--- config.mk ---
export PLATFORM = sky130hd
export DESIGN_NAME = iss_sched
export DESIGN_NICKNAME = d
export VERILOG_FILES = /design/src/rtl/iss_pkg.sv /design/src/rtl/iss_wrap_ctr.sv /design/src/rtl/iss_slot_table.sv /design/src/rtl/iss_least_pick.sv /design/src/rtl/iss_sched.sv
export SDC_FILE = /design/constraint.sdc
export NUM_CORES = 1
export LEC_CHECK = 0
export ABC_AREA = 0
export BUFFER_PORTS_ARGS = -buffer_cell sky130_fd_sc_hd__buf_4
export CAP_MARGIN = 0
export CORE_ASPECT_RATIO = 1.2
export CORE_MARGIN = 3
export CORE_UTILIZATION = 49
export DETAILED_ROUTE_END_ITERATION = 12
export PLACE_DENSITY = 0.7
export SLEW_MARGIN = 10
export SYNTH_ARGS = -nofsm -noshare
export SYNTH_HDL_FRONTEND = slang
export SYNTH_SLANG_ARGS = --single-unit
--- constraint.sdc ---
create_clock -name clk -period 9.3 [get_ports clk]
set_clock_uncertainty 0.2 [all_clocks]
set_input_delay 0.93 -clock clk [delete_from_list [all_inputs] [get_ports clk]]
set_output_delay 0.93 -clock clk [all_outputs]
set_load 0.01 [all_outputs]
--- src/rtl/iss_pkg.sv ---
package iss_pkg;
  typedef enum logic [1:0] {
    POL_BARREL = 2'd0,
    POL_TABLE  = 2'd1,
    POL_DEMAND = 2'd2,
    POL_DEMAND_ALT = 2'd3
  } pol_e;
endpackage

--- src/rtl/iss_wrap_ctr.sv ---
module iss_wrap_ctr #(
  parameter int LIMIT = 4,
  parameter int W     = 2
) (
  input  logic         clk,
  input  logic         rst,
  output logic [W-1:0] cnt
);
  localparam logic [W-1:0] LAST = W'(LIMIT - 1);

  always_ff @(posedge clk) begin
    if (rst)               cnt <= '0;
    else if (cnt == LAST)  cnt <= '0;
    else                   cnt <= cnt + 1'b1;
  end
endmodule

--- src/rtl/iss_slot_table.sv ---
module iss_slot_table #(
  parameter int NTHREADS = 4,
  parameter int NSLOTS   = 8,
  parameter int ENTRY_W  = 3,
  localparam int SLOT_W  = (NSLOTS > 1) ? $clog2(NSLOTS) : 1
) (
  input  logic               clk,
  input  logic               rst,
  input  logic               wr_en,
  input  logic [SLOT_W-1:0]  wr_slot,
  input  logic [ENTRY_W-1:0] wr_tid,
  input  logic [SLOT_W-1:0]  rd_slot,
  output logic [ENTRY_W-1:0] rd_entry
);
  logic [ENTRY_W-1:0] entry_q [NSLOTS];

  for (genvar s = 0; s < NSLOTS; s++) begin : g_entry
    localparam logic [ENTRY_W-1:0] INIT = ENTRY_W'(s % NTHREADS);
    always_ff @(posedge clk) begin
      if (rst)                                  entry_q[s] <= INIT;
      else if (wr_en && wr_slot == SLOT_W'(s))  entry_q[s] <= wr_tid;
    end
  end

  assign rd_entry = entry_q[rd_slot];
endmodule

--- src/rtl/iss_least_pick.sv ---
module iss_least_pick #(
  parameter int NTHREADS = 4,
  parameter int CNT_W    = 4,
  localparam int TID_W   = (NTHREADS > 1) ? $clog2(NTHREADS) : 1
) (
  input  logic [NTHREADS-1:0]       ready,
  input  logic [NTHREADS*CNT_W-1:0] counts,
  output logic                      found,
  output logic [TID_W-1:0]          tid
);
  logic [CNT_W-1:0] best_cnt;

  // Linear scan; strict less-than keeps the lowest index on ties.
  always_comb begin
    found    = 1'b0;
    tid      = '0;
    best_cnt = '0;
    for (int i = 0; i < NTHREADS; i++) begin
      if (ready[i] && (!found || counts[i*CNT_W +: CNT_W] < best_cnt)) begin
        found    = 1'b1;
        tid      = TID_W'(i);
        best_cnt = counts[i*CNT_W +: CNT_W];
      end
    end
  end
endmodule

--- src/rtl/iss_sched.sv ---
module iss_sched
  import iss_pkg::*;
#(
  parameter int NTHREADS = 4,
  parameter int NSLOTS   = 8,
  parameter int ENTRY_W  = 3,
  parameter int CNT_W    = 4,
  localparam int TID_W   = (NTHREADS > 1) ? $clog2(NTHREADS) : 1,
  localparam int SLOT_W  = (NSLOTS > 1) ? $clog2(NSLOTS) : 1
) (
  input  logic                      clk,
  input  logic                      rst,
  input  logic [1:0]                policy_sel,
  input  logic [NTHREADS-1:0]       thread_ready,
  input  logic [NTHREADS*CNT_W-1:0] inflight_cnt,
  input  logic                      tbl_wr_en,
  input  logic [SLOT_W-1:0]         tbl_wr_slot,
  input  logic [ENTRY_W-1:0]        tbl_wr_tid,
  output logic                      issue_valid,
  output logic [TID_W-1:0]          issue_tid
);
  pol_e               policy_q;
  logic [TID_W-1:0]   rr_ptr;
  logic [SLOT_W-1:0]  slot_ptr;
  logic [ENTRY_W-1:0] tbl_entry;
  logic               pick_found;
  logic [TID_W-1:0]   pick_tid;
  logic               cand_ok;
  logic [TID_W-1:0]   cand_tid;

  always_ff @(posedge clk) begin
    if (rst) policy_q <= POL_BARREL;
    else     policy_q <= pol_e'(policy_sel);
  end

  iss_wrap_ctr #(.LIMIT(NTHREADS), .W(TID_W)) u_rr_ctr (
    .clk(clk), .rst(rst), .cnt(rr_ptr)
  );

  iss_wrap_ctr #(.LIMIT(NSLOTS), .W(SLOT_W)) u_slot_ctr (
    .clk(clk), .rst(rst), .cnt(slot_ptr)
  );

  iss_slot_table #(.NTHREADS(NTHREADS), .NSLOTS(NSLOTS), .ENTRY_W(ENTRY_W)) u_table (
    .clk(clk), .rst(rst),
    .wr_en(tbl_wr_en), .wr_slot(tbl_wr_slot), .wr_tid(tbl_wr_tid),
    .rd_slot(slot_ptr), .rd_entry(tbl_entry)
  );

  iss_least_pick #(.NTHREADS(NTHREADS), .CNT_W(CNT_W)) u_pick (
    .ready(thread_ready), .counts(inflight_cnt),
    .found(pick_found), .tid(pick_tid)
  );

  always_comb begin
    cand_ok  = 1'b0;
    cand_tid = '0;
    unique case (policy_q)
      POL_BARREL: begin
        cand_tid = rr_ptr;
        cand_ok  = thread_ready[rr_ptr];
      end
      POL_TABLE: begin
        cand_tid = tbl_entry[TID_W-1:0];
        cand_ok  = (int'(tbl_entry) < NTHREADS) && thread_ready[tbl_entry[TID_W-1:0]];
      end
      default: begin
        cand_tid = pick_tid;
        cand_ok  = pick_found;
      end
    endcase
  end

  assign issue_valid = cand_ok;
  assign issue_tid   = cand_ok ? cand_tid : '0;
endmodule

# Word level (Yosys, flattened, before mapping)

Memory sizes are Yosys's and may differ from the RTL's. A register that Yosys moved wholly into a read port is not among the register bits.
Cells that the tools add are included.
W data, S select, Z words.

$add $sub $neg: 2
Magnitude comparators: 6
Equal/unequal tests: 10
Multiplexer cells: 52
Bitwise operators: 8
Reduce and logical (&&, ||, !) cells: 22

Operator list:

| kind                  | number |
|---|---|
| $mux W1               | 33 |
| $mux W3               | 9 |
| $eq A3 B3 Y1 const B  | 5 |
| $logic_and A1 B1 Y1   | 12 |
| $lt A4 B4 Y1          | 3 |
| $mux W4               | 3 |
| $or A1 B1 Y1          | 8 |
| $eq A3 B2 Y1 const B  | 2 |
| $lt A2 B3 Y1 const B  | 2 |
| $mux W2               | 3 |
| $bmux W1 S2           | 2 |
| $pmux W2 S2           | 1 |
| $reduce_or A2 Y1      | 2 |
| $add A3 B1 Y3 const B | 1 |
| $eq A3 B1 Y1 const B  | 1 |
| $logic_not A1 Y1      | 3 |
| $logic_not A3 Y1      | 1 |
| $logic_or A1 B1 Y1    | 3 |
| $lt A3 B3 Y1 const B  | 1 |
| $add A2 B1 Y2 const B | 1 |
| $eq A2 B1 Y1 const B  | 1 |
| $eq A2 B2 Y1 const B  | 1 |
| $logic_not A2 Y1      | 1 |
| $pmux W1 S2           | 1 |

Bits in registers: 7
Memory bits (writable): 24
Input port bits: 31
Output and inout port bits: 3
Word-level logic and storage cells: 104
Memories kept: 1

Memory list:

| memory          | depth | width | read ports | clocked after Yosys merged registers in | write ports | RTL line             | source |
|---|---|---|---|---|---|---|---|
| u_table.entry_q | 8     | 3     | 1          | 1                                       | 8           | iss_slot_table.sv:15 | `logic [ENTRY_W-1:0] entry_q [NSLOTS];` |

# Logic depth before layout (Yosys ltp)

Gate-level depths: netlist (run 1).

Word-level depth: 15
Mapped depth: 19
Gate-level depth less buffers: 18

# By module

A second synthesis (run 1) with hierarchy kept.

Cells, all modules: 178
Area, all modules: 2,078.2 um^2

By module, submodules not included:

| module                    | instances | cells each | area an instance (um^2) | sequential area each (um^2) |
|---|---|---|---|---|
| iss_slot_table            | 1         | 79         | 1,218.7                 | 720.7 |
| iss_least_pick            | 1         | 64         | 480.5                   | 0.0 |
| iss_sched                 | 1         | 22         | 198.9                   | 40.0 |
| iss_wrap_ctr (u_slot_ctr) | 1         | 8          | 105.1                   | 60.1 |
| iss_wrap_ctr (u_rr_ctr)   | 1         | 5          | 75.1                    | 40.0 |

# Worst setup path before layout (run 1)

OpenSTA, ideal clock, no wires.

Path type: input-to-output
Start point: input port thread_ready[0]
End point: output port issue_tid[0]
Data arrival time: 4.905 ns
Data required time: 8.170 ns
Slack: 3.265 ns
Stages on the path: 19
Path buffers: 1
Cell sequence: clkbuf_1 nand2_1 ha_1 a21o_1 nand2_1 o211ai_1 mux2_2 ha_1 a21oi_1 o21a_1 nand2b_1 a31o_2 mux2_2 ha_1 a21o_1 a21oi_1 o21ai_0 a221o_1 a311oi_1

Cells in the longest elaborated chain, start to end: 15
Elaborated cells between the ends (all ways): 30
Those cells by class: order compare: 3; mux: 17; reduce/logical: 10

RTL lines:

| what                                                    | RTL line             | source |
|---|---|---|
| start, declared                                         | iss_sched.sv:14      | `input logic [NTHREADS-1:0] thread_ready,` |
| $mux W4 / $mux W1 (equally long branches)               | iss_least_pick.sv:19 | `if (ready[i] && (!found \|\| counts[i*CNT_W +: CNT_W] < best_cnt)) begin` |
| $lt A4 B4 Y1 / $logic_not A1 Y1 (equally long branches) | iss_least_pick.sv:19 |  |
| $logic_or A1 B1 Y1                                      | iss_least_pick.sv:19 |  |
| $logic_and A1 B1 Y1                                     | iss_least_pick.sv:19 |  |
| $mux W4 / $mux W1 (equally long branches)               | iss_least_pick.sv:19 |  |
| $lt A4 B4 Y1 / $logic_not A1 Y1 (equally long branches) | iss_least_pick.sv:19 |  |
| $logic_or A1 B1 Y1                                      | iss_least_pick.sv:19 |  |
| $logic_and A1 B1 Y1                                     | iss_least_pick.sv:19 |  |
| $mux W4 / $mux W1 (equally long branches)               | iss_least_pick.sv:19 |  |
| $lt A4 B4 Y1 / $logic_not A1 Y1 (equally long branches) | iss_least_pick.sv:19 |  |
| $logic_or A1 B1 Y1                                      | iss_least_pick.sv:19 |  |
| $logic_and A1 B1 Y1                                     | iss_least_pick.sv:19 |  |
| $mux W2 / $mux W1 (equally long branches)               | iss_least_pick.sv:19 |  |
| $pmux W2 S2 / $pmux W1 S2 (equally long branches)       | iss_sched.sv:58      | `unique case (policy_q)` |
| $mux W2 *                                               | iss_sched.sv:75      | `assign issue_tid = cand_ok ? cand_tid : '0;` |
| end, declared                                           | iss_sched.sv:20      | `output logic [TID_W-1:0] issue_tid` |

Mark *: on every way between the ends. The rest lies on a longest branch, timed or not. The select of a mux whose other input is x is not followed.

# Final worst setup path (run 1)

Same ends and word-level chain as after synthesis.

==> key figures, run 1 <==
Clock network
  • CTS buffer count: 5
  • Sink Count: 31
  • H-tree Lvls: 2
  • CTS tree: done
  • Clk buf depth: 2
  • CTS clk-pin slew, worst paths: 0.06 ns
  • Post_cts resized: 0
  • CTS root buffer: clkbuf_8
  • Post-CTS Hold Buffers: 0
  • Worst-Skew Late Latency: 0.28 ns
  • Setup Buffers After CTS: 0

GRT
  • First-pass GRT wire length: 7.590 mm
  • Initial antenna violation count: 0
  • Met3 Track Usage GR: 4.100%
  • Most Crowded Layer GR: met2
  • M1 GR Usage: 20.63%
  • Total grt overflow: 0
  • Largest net degree at the start of global routing: 18
  • Total GRT Usage: 19.74%
  • Vias in the first global route: 1637
  • GRT met2 Usage: 37.28%

Timing
  • Hold Fails Final Rpt: 0
  • Fin crit period: 6.409 ns
  • Fmax: 0.1560 GHz
  • Period utilization: 68.92%
  • Post-Route Setup TNS: 0 ns
  • Pins over their slew limit: 0
  • Setup violators final: 0
  • RSZ-0062 raised after global routing: no
  • Actual slew at the worst max-slew pin: 0.4171 ns
  • Max transition margin: 72.19%

Final layout
  • P&R area growth vs syn: 17.26%
  • Fill cell count: 359
  • Commonest non-fill, non-tap cells in the layout: buf_4 (33), edfxtp_1 (24), nand2_1 (14), nor3_1 (13), ha_1 (12)
  • Diode count: 0
  • Register Area: 860.8 µm²
  • Multi-input logic area: 1115 µm²
  • Total Nets Final: 260
  • Fin area: 2414 µm²
  • Layout cells sized above 1: 28.44%
  • Fin util: 60.28%
  • Commonest non-fill, non-tap cell in the layout: buf_4

Floorplanning
  • Die Ht: 77.00 µm
  • I/O pin count: 34
  • Core Box Area: 4004 µm²
  • Number of core rows: 25
  • Die W: 65.17 µm
  • Die area: 5017 µm²
  • Initial Utilization: 51.41%

Worst hold path
  • Hold crit path type: reg2reg

Placement
  • Final RePlAce weighted congestion: 0.9399
  • Placed cell area: 2332 µm²
  • Final HPWL DP: 3.684 mm
  • PortBufs: 33

Setup path
  • CP Max Fanout: 15
  • Data arrival, critical path: 5.28 ns
  • Worst setup path class: in2out
  • Crit end category: output pin
  • Req. time, crit path: 8.17 ns
  • CP Launch Type: input pin

Synthesis
  • FF+latch count, synth: 31
  • Compound-Gate Fraction of Synth Area: 13.86%
  • Avg Inst Size Synth: 11.07 µm²
  • Seq/Total Area, Yosys: 41.82%
  • Adder-cell share of the synthesized area: 7.295%
  • Syn nets: 229
  • Post-synthesis xor/xnor area fraction: 0%
  • Post-synthesis mux area share: 14.71%
  • Syn Inst Count: 186
  • Largest family of logic cells by synthesized area: simple AND/OR/NAND/NOR gates
  • Yosys cell types: 43
  • Ys Warns: 0
  • Synth Cell Area: 2058 µm²
  • Post-Synth Simple-Gate Area: 18.30%

Run
  • Max Cap Viol: 0

Drt
  • Vias per inst: 5.967
  • Remaining antenna violation count: 0
  • First DRT Iteration DRCs: 85
  • DRC errors left: 0
  • Wire length per cell: 17.09 µm
  • Total iterations of the first detailed-routing run: 4
  • Via count: 1623
  • Overall routed net length: 4.649 mm

Pwr
  • Worst VDD drop: 0.09507 mV
  • PD cells: 144.0 nW/µm²
  • Leak: 0.9573 nW

Status
  • Status: finished, final reports clean
metrics by stage:
stage	hold WS, ns	power [mW]	worst slack (ns)	cells
final	0.3060	0.3476	2.891	272
after global routing	0.3565	0.3644	2.576	272
after CTS	0.3182	0.3500	2.934	272
after detailed placement	0.3108	0.2513	2.942	264
after global placement	0.2972	0.2467	3.213	264
after floorplan	0.2719	0.2223	3.265	186
synthesized netlist by cell type:
cell type | n | area (µm²)
edfxtp_1 | 24 | 720.7
nand2_1 | 14 | 52.55
nor3_1 | 13 | 65.06
ha_1 | 12 | 150.1
inv_1 | 11 | 41.29
clkbuf_1 | 8 | 30.03
mux2_2 | 8 | 90.09
dfxtp_1 | 7 | 140.1
mux4_2 | 6 | 135.1
nor2_1 | 6 | 22.52
or3_1 | 6 | 37.54
a21oi_1 | 5 | 25.02
a31o_2 | 5 | 43.79
nand2b_1 | 5 | 31.28
nor2b_1 | 5 | 31.28
nor4_1 | 5 | 31.28
o21bai_1 | 5 | 37.54
and2_1 | 4 | 25.02
nor3b_1 | 4 | 30.03
a21o_1 | 3 | 22.52
o211a_1 | 3 | 30.03
a311oi_1 | 2 | 17.52
mux4_1 | 2 | 52.55
nand3b_1 | 2 | 15.01
o21a_1 | 2 | 15.01
o21ai_0 | 2 | 10.01
a211oi_1 | 1 | 7.510
a211oi_2 | 1 | 12.51
a221o_1 | 1 | 10.01
a221oi_1 | 1 | 8.760
a32oi_1 | 1 | 8.760
buf_6 | 1 | 11.26
mux2_4 | 1 | 15.01
mux2i_1 | 1 | 10.01
nand3_1 | 1 | 5.000
nand4_1 | 1 | 6.260
nor4b_1 | 1 | 8.760
o2111a_1 | 1 | 11.26
o211ai_1 | 1 | 7.510
o22ai_1 | 1 | 6.260
o41a_1 | 1 | 11.26
or2_2 | 1 | 6.260
or3b_2 | 1 | 8.760
worst max-delay path: stages:
cell,delay [ns]
buf_4,0.18
nand2_1,0.10
ha_1,0.35
a21o_1,0.18
nand2_1,0.06
o211ai_1,0.20
mux2_2,0.41
ha_1,0.32
a21oi_1,0.23
o21a_1,0.17
nand2b_1,0.08
a31o_2,0.26
mux2_2,0.28
ha_1,0.29
a21o_1,0.18
a21oi_1,0.14
o21ai_0,0.09
a221o_1,0.38
a311oi_1,0.28
buf_4,0.18
power breakdown:
group	leakage, nW	switching [mW]	internal [mW]
Sequential	0.292	0.00661	0.159
Clock	0.0422	0.0472	0.0524
Combinational	0.623	0.0388	0.0437
final cells by class:
cell class,instances,share of cell area [%]
Multi-Input combinational cell,135,46.19
Sequential cell,31,35.67
Timing Repair Buffer,33,10.26
Clock buffer,7,3.162
Tap cell,54,2.799
Inverter,11,1.711
Clock inverter,1,0.2074
per-layer routing:
layer / share of wire (%) / vias up
li1: - / 787
met1: 38 / 786
met2: 55 / 44
met3: 5.0 / 6
met4: 1.6 / 0
met5: 0 / -
worst paths after layout:
kind	start	endpoint	slack, ns	depth (start not counted)
worst max-delay path	thread_ready[0]	issue_tid[0]	2.89	20
worst min-delay path	u_rr_ctr.cnt[0]	u_rr_ctr.cnt[0]	0.31	1
worst max register to register	u_slot_ctr.cnt[0]	u_slot_ctr.cnt[2]	7.84	3
worst min register to register	u_rr_ctr.cnt[0]	u_rr_ctr.cnt[0]	0.31	1
cell families (layout without fill, tap and decap cells):
logic type / after synthesis / count (layout)
buffers and inverters: 20 / 52
AOI/OAI and AO/OA: 36 / 36
and+or+nand+nor: 69 / 69
adders and majority gates: 12 / 12
DFF: 31 / 31
muxes: 18 / 18
flip-flops by register name, summed over array words and instances, names as in the netlist:
register	count
u_table.entry_q	24
u_slot_ctr.cnt	3
policy_q	2
u_rr_ctr.cnt	2
Note: power is estimated with default switching activity, not from simulation.
==> run 2: changes to the inputs <==
ABC_AREA = 1   (was 0)
clock period = 5.9 ns   (was 9.3 ns; I/O delays follow)
==> run 2 against run 1 <==
Net effect:
- combinational power grew 53%
- register-to-register slack got worse by 3.5 ns
- sequential power rose by 58%
- synthesized cell count rose by 34%
- worst hold slack gained 0.0067 ns
- critical path type unchanged
==> key figures, run 2 <==
Timing
  • RSZ-0062 raised after global routing: no (unchanged)
  • Setup violators final: 0 (unchanged)
  • Hold WS: 0.3126 ns (was 0.3060 ns)
  • Hold Fails Final Rpt: 0 (unchanged)
  • Max transition margin: 68.85% (was 72.19%)
  • Fmax: 0.2234 GHz
  • Post-Route Setup TNS: 0 ns (unchanged)
  • Period utilization: 75.87%
  • Fin crit period: 4.477 ns
  • Actual slew at the worst max-slew pin: 0.4624 ns (was 0.4171 ns)
  • Pins over their slew limit: 0 (unchanged)

Final layout
  • P&R area growth vs syn: 19.10% (was 17.26%)
  • Commonest non-fill, non-tap cells in the layout: nand2_1 (60), nor2_1 (35), inv_1 (33), buf_4 (33), edfxtp_1 (24) (was buf_4 (33), edfxtp_1 (24), nand2_1 (14), nor3_1 (13), ha_1 (12))
  • Fin area: 2364 µm² (was 2414 µm²)
  • Reg with most FFs: u_table.entry_q (unchanged)
  • Fill cell count: 342 (was 359)
  • Commonest non-fill, non-tap cell in the layout: nand2_1 (was buf_4)
  • Max FFs per register: 24 (unchanged)
  • Diode count: 0 (unchanged)
  • Layout cells sized above 1: 19.16% (was 28.44%)
  • Total Nets Final: 329 (was 260)
  • Largest regs: u_table.entry_q (24), u_slot_ctr.cnt (3) (unchanged)

Clock network
  • H-tree Lvls: 2 (unchanged)
  • CTS buffer count: 5 (unchanged)
  • Clk buf depth: 2 (unchanged)
  • CTS root buffer: clkbuf_8 (unchanged)
  • Sink Count: 31 (unchanged)
  • Setup Buffers After CTS: 0 (unchanged)
  • Post_cts resized: 0 (unchanged)
  • CTS tree: done (unchanged)
  • Worst-Skew Late Latency: 0.27 ns (was 0.28 ns)
  • CTS clk-pin slew, worst paths: 0.06 ns (about the same)
  • Post-CTS Hold Buffers: 0 (unchanged)

Placement
  • PortBufs: 33 (unchanged)
  • Placed cell area: 2263 µm² (was 2332 µm²)
  • Final RePlAce weighted congestion: 0.8103 (was 0.9399)
  • Final HPWL DP: 3.407 mm (was 3.684 mm)

Drt
  • Remaining antenna violation count: 0 (unchanged)
  • DR top layer: met4 (unchanged)
  • Met1 Wirelength: 1.763 mm (was 1.760 mm)
  • Wire length on met2: 2.067 mm (was 2.580 mm)
  • WL met3: 237 µm (was 232 µm)
  • Vias per inst: 5.044 (was 5.967)
  • First DRT Iteration DRCs: 57 (was 85)
  • Wire length per cell: 12.43 µm (was 17.09 µm)
  • Via count: 1710 (was 1623)
  • Overall routed net length: 4.215 mm (was 4.649 mm)
  • Total iterations of the first detailed-routing run: 4 (unchanged)
  • DRC errors left: 0 (unchanged)

Setup path
  • CP Max Fanout: 9 (was 15)
  • Req. time, crit path: 5.11 ns (was 8.17 ns)
  • Worst setup path class: in2out (unchanged)
  • CP Launch Type: input pin (unchanged)
  • Data arrival, critical path: 3.69 ns (was 5.28 ns)
  • Crit end category: output pin (unchanged)
  • Worst r2r path cells: 4 (was 3)

Pwr
  • Comb power frac: 22.3% (was 23.7%)
  • Cell internal pwr: 0.4101 mW (was 0.2551 mW)
  • Leak: 1.079 nW (was 0.9573 nW)
  • Worst VDD drop: 0.1835 mV (was 0.09507 mV)
  • Sw Pwr: 0.1563 mW (was 0.09254 mW)
  • PD cells: 239.6 nW/µm² (was 144.0 nW/µm²)
  • Reg power frac: 46.3% (was 47.6%)
  • Switching share of power: 27.59% (was 26.62%)
  • Clk network pwr share: 31.5% (was 28.6%)

Synthesis
  • Asr flop ratio synth: 0% (unchanged)
  • Most area-consuming cells after synthesis: edfxtp_1 (36%), nand2_1 (11%), ha_1 (7.6%), dfxtp_1 (7.1%), nor2_1 (6.6%) (was edfxtp_1 (35%), ha_1 (7.3%), dfxtp_1 (6.8%), mux4_2 (6.6%), mux2_2 (4.4%))
  • Yosys cell types: 32 (was 43)
  • Post-synth EDFFs: 24 (unchanged)
  • Avg Inst Size Synth: 7.938 µm² (was 11.07 µm²)
  • FF+latch count, synth: 31 (unchanged)
  • Seq/Total Area, Yosys: 43.38% (was 41.82%)
  • Syn nets: 293 (was 229)
  • Post-synth top area share: 36.32% (was 35.02%)
  • Most common cell in the netlist: nand2_1 (was edfxtp_1)
  • Cell taking the most area after synthesis: edfxtp_1 (unchanged)
  • Synth Cell Area: 1984 µm² (was 2058 µm²)
  • Post-synth top cells: nand2_1 (60), nor2_1 (35), inv_1 (33) (was edfxtp_1 (24), nand2_1 (14), nor3_1 (13))
  • Main synth FF type: edfxtp_1 (unchanged)
  • Ys Warns: 0 (unchanged)
  • Syn Inst Count: 250 (was 186)

Floorplanning
  • Number of core rows: 24 (was 25)
  • I/O pin count: 34 (unchanged)
  • Die W: 64.10 µm (was 65.17 µm)
  • Initial Utilization: 52.87% (was 51.41%)
  • Core Box Area: 3754 µm² (was 4004 µm²)
  • Die area: 4853 µm² (was 5017 µm²)
  • Die Ht: 75.71 µm (was 77.00 µm)

Status
  • Status: finished, final reports clean (unchanged)

GRT
  • First-pass GRT wire length: 6.699 mm (was 7.590 mm)
  • Vias in the first global route: 1604 (was 1637)
  • Total GRT Usage: 18.32% (was 19.74%)
  • Initial antenna violation count: 0 (unchanged)
  • Largest net degree at the start of global routing: 16 (was 18)
  • Total grt overflow: 0 (unchanged)

Worst hold path
  • Hold crit path type: in2reg (was reg2reg)
  • Worst hold stages: 3 (was 1)

Run
  • Max Cap Viol: 0 (unchanged)
[run 2: cell count changes in the layout (fill, tap and decap cells not counted), sizes merged, moves of 6 or more]
cell and delta:
nand2 +52, nor2 +30, inv +23, o21ai +20
nand3 +12, mux2 -9, mux4 -8, nor3 -7
a21oi +6, or3 -6
[run 2: layout make-up]
type	count	area, µm²	share of cell area, %
flip-flops and latches	31	860.8	36.42
multi-input cells	180	958.4	40.55
inverters	35	131.4	5.558
clock buffers	8	100.1	4.235
well taps	52	65.06	2.753
repair buffers	33	247.7	10.48
[run 2: worst max-delay path, cell delays in order]
cell and delay (ns):
buf_4 0.14, nand2_1 0.08, ha_1 0.29, a21oi_1 0.15, nand2_1 0.08, nand2_2 0.09, nand2_4 0.08, o21ai_0 0.39
ha_1 0.34, a21oi_1 0.17, nand2_1 0.08, nand2_2 0.09, nand2_4 0.08, nand2_1 0.07, o21ai_0 0.09, ha_1 0.27
nand2_1 0.07, nand2_1 0.05, nand2_1 0.05, nand2_1 0.04, nand2_1 0.05, nand2_1 0.06, a21oi_1 0.13, buf_4 0.14
[run 2: metal layers]
layer  vias to the layer above  track usage, %
met5                         -               0
met4                         0           11.03
met3                        13           4.277
met2                        59           34.10
met1                       730           18.93
li1                        908               -
[run 2: cell families after synthesis]
| kind of cell | Yosys count | synth area share [%] |
|---|---|---|
| compound gates | 44 | 13.24 |
| fa+ha+maj | 12 | 7.566 |
| buf+inv | 39 | 8.322 |
| flops | 31 | 43.38 |
| simple gates | 124 | 27.49 |
[run 2: path summary, 6_finish.rpt]
| path | startpoint | end | slack [ns] |
|---|---|---|---|
| worst max-delay path | thread_ready[0] | issue_tid[0] | 1.42 |
| worst min-delay path | policy_sel[1] | policy_q[1] | 0.31 |
| worst max register to register | u_slot_ctr.cnt[0] | u_slot_ctr.cnt[0] | 4.34 |
| worst min register to register | u_rr_ctr.cnt[0] | u_rr_ctr.cnt[0] | 0.31 |
[run 2: metrics by stage]
step / instances / setup WS [ns] / util, % / total power, mW
after floorplan: 250 / 2.001 / - / 0.3492
after global placement: 331 / 1.443 / 60.30 / 0.3918
after detailed placement: 331 / 1.398 / 60.30 / 0.3934
after CTS: 339 / 1.389 / 62.97 / 0.5717
after global routing: 339 / 1.091 / 62.97 / 0.5981
final: 339 / 1.423 / 62.97 / 0.5664
[run 2: power groups by stage]
| stage | combinational [mW] | sequential [mW] | clock (mW) |
|---|---|---|---|
| final | 0.126 | 0.262 | 0.178 |
| after floorplan | 0.0877 | 0.262 | 0 |
| after detailed placement | 0.127 | 0.267 | 0 |
| after global placement | 0.125 | 0.266 | 0 |
| after global routing | 0.143 | 0.264 | 0.191 |
| after CTS | 0.127 | 0.262 | 0.183 |
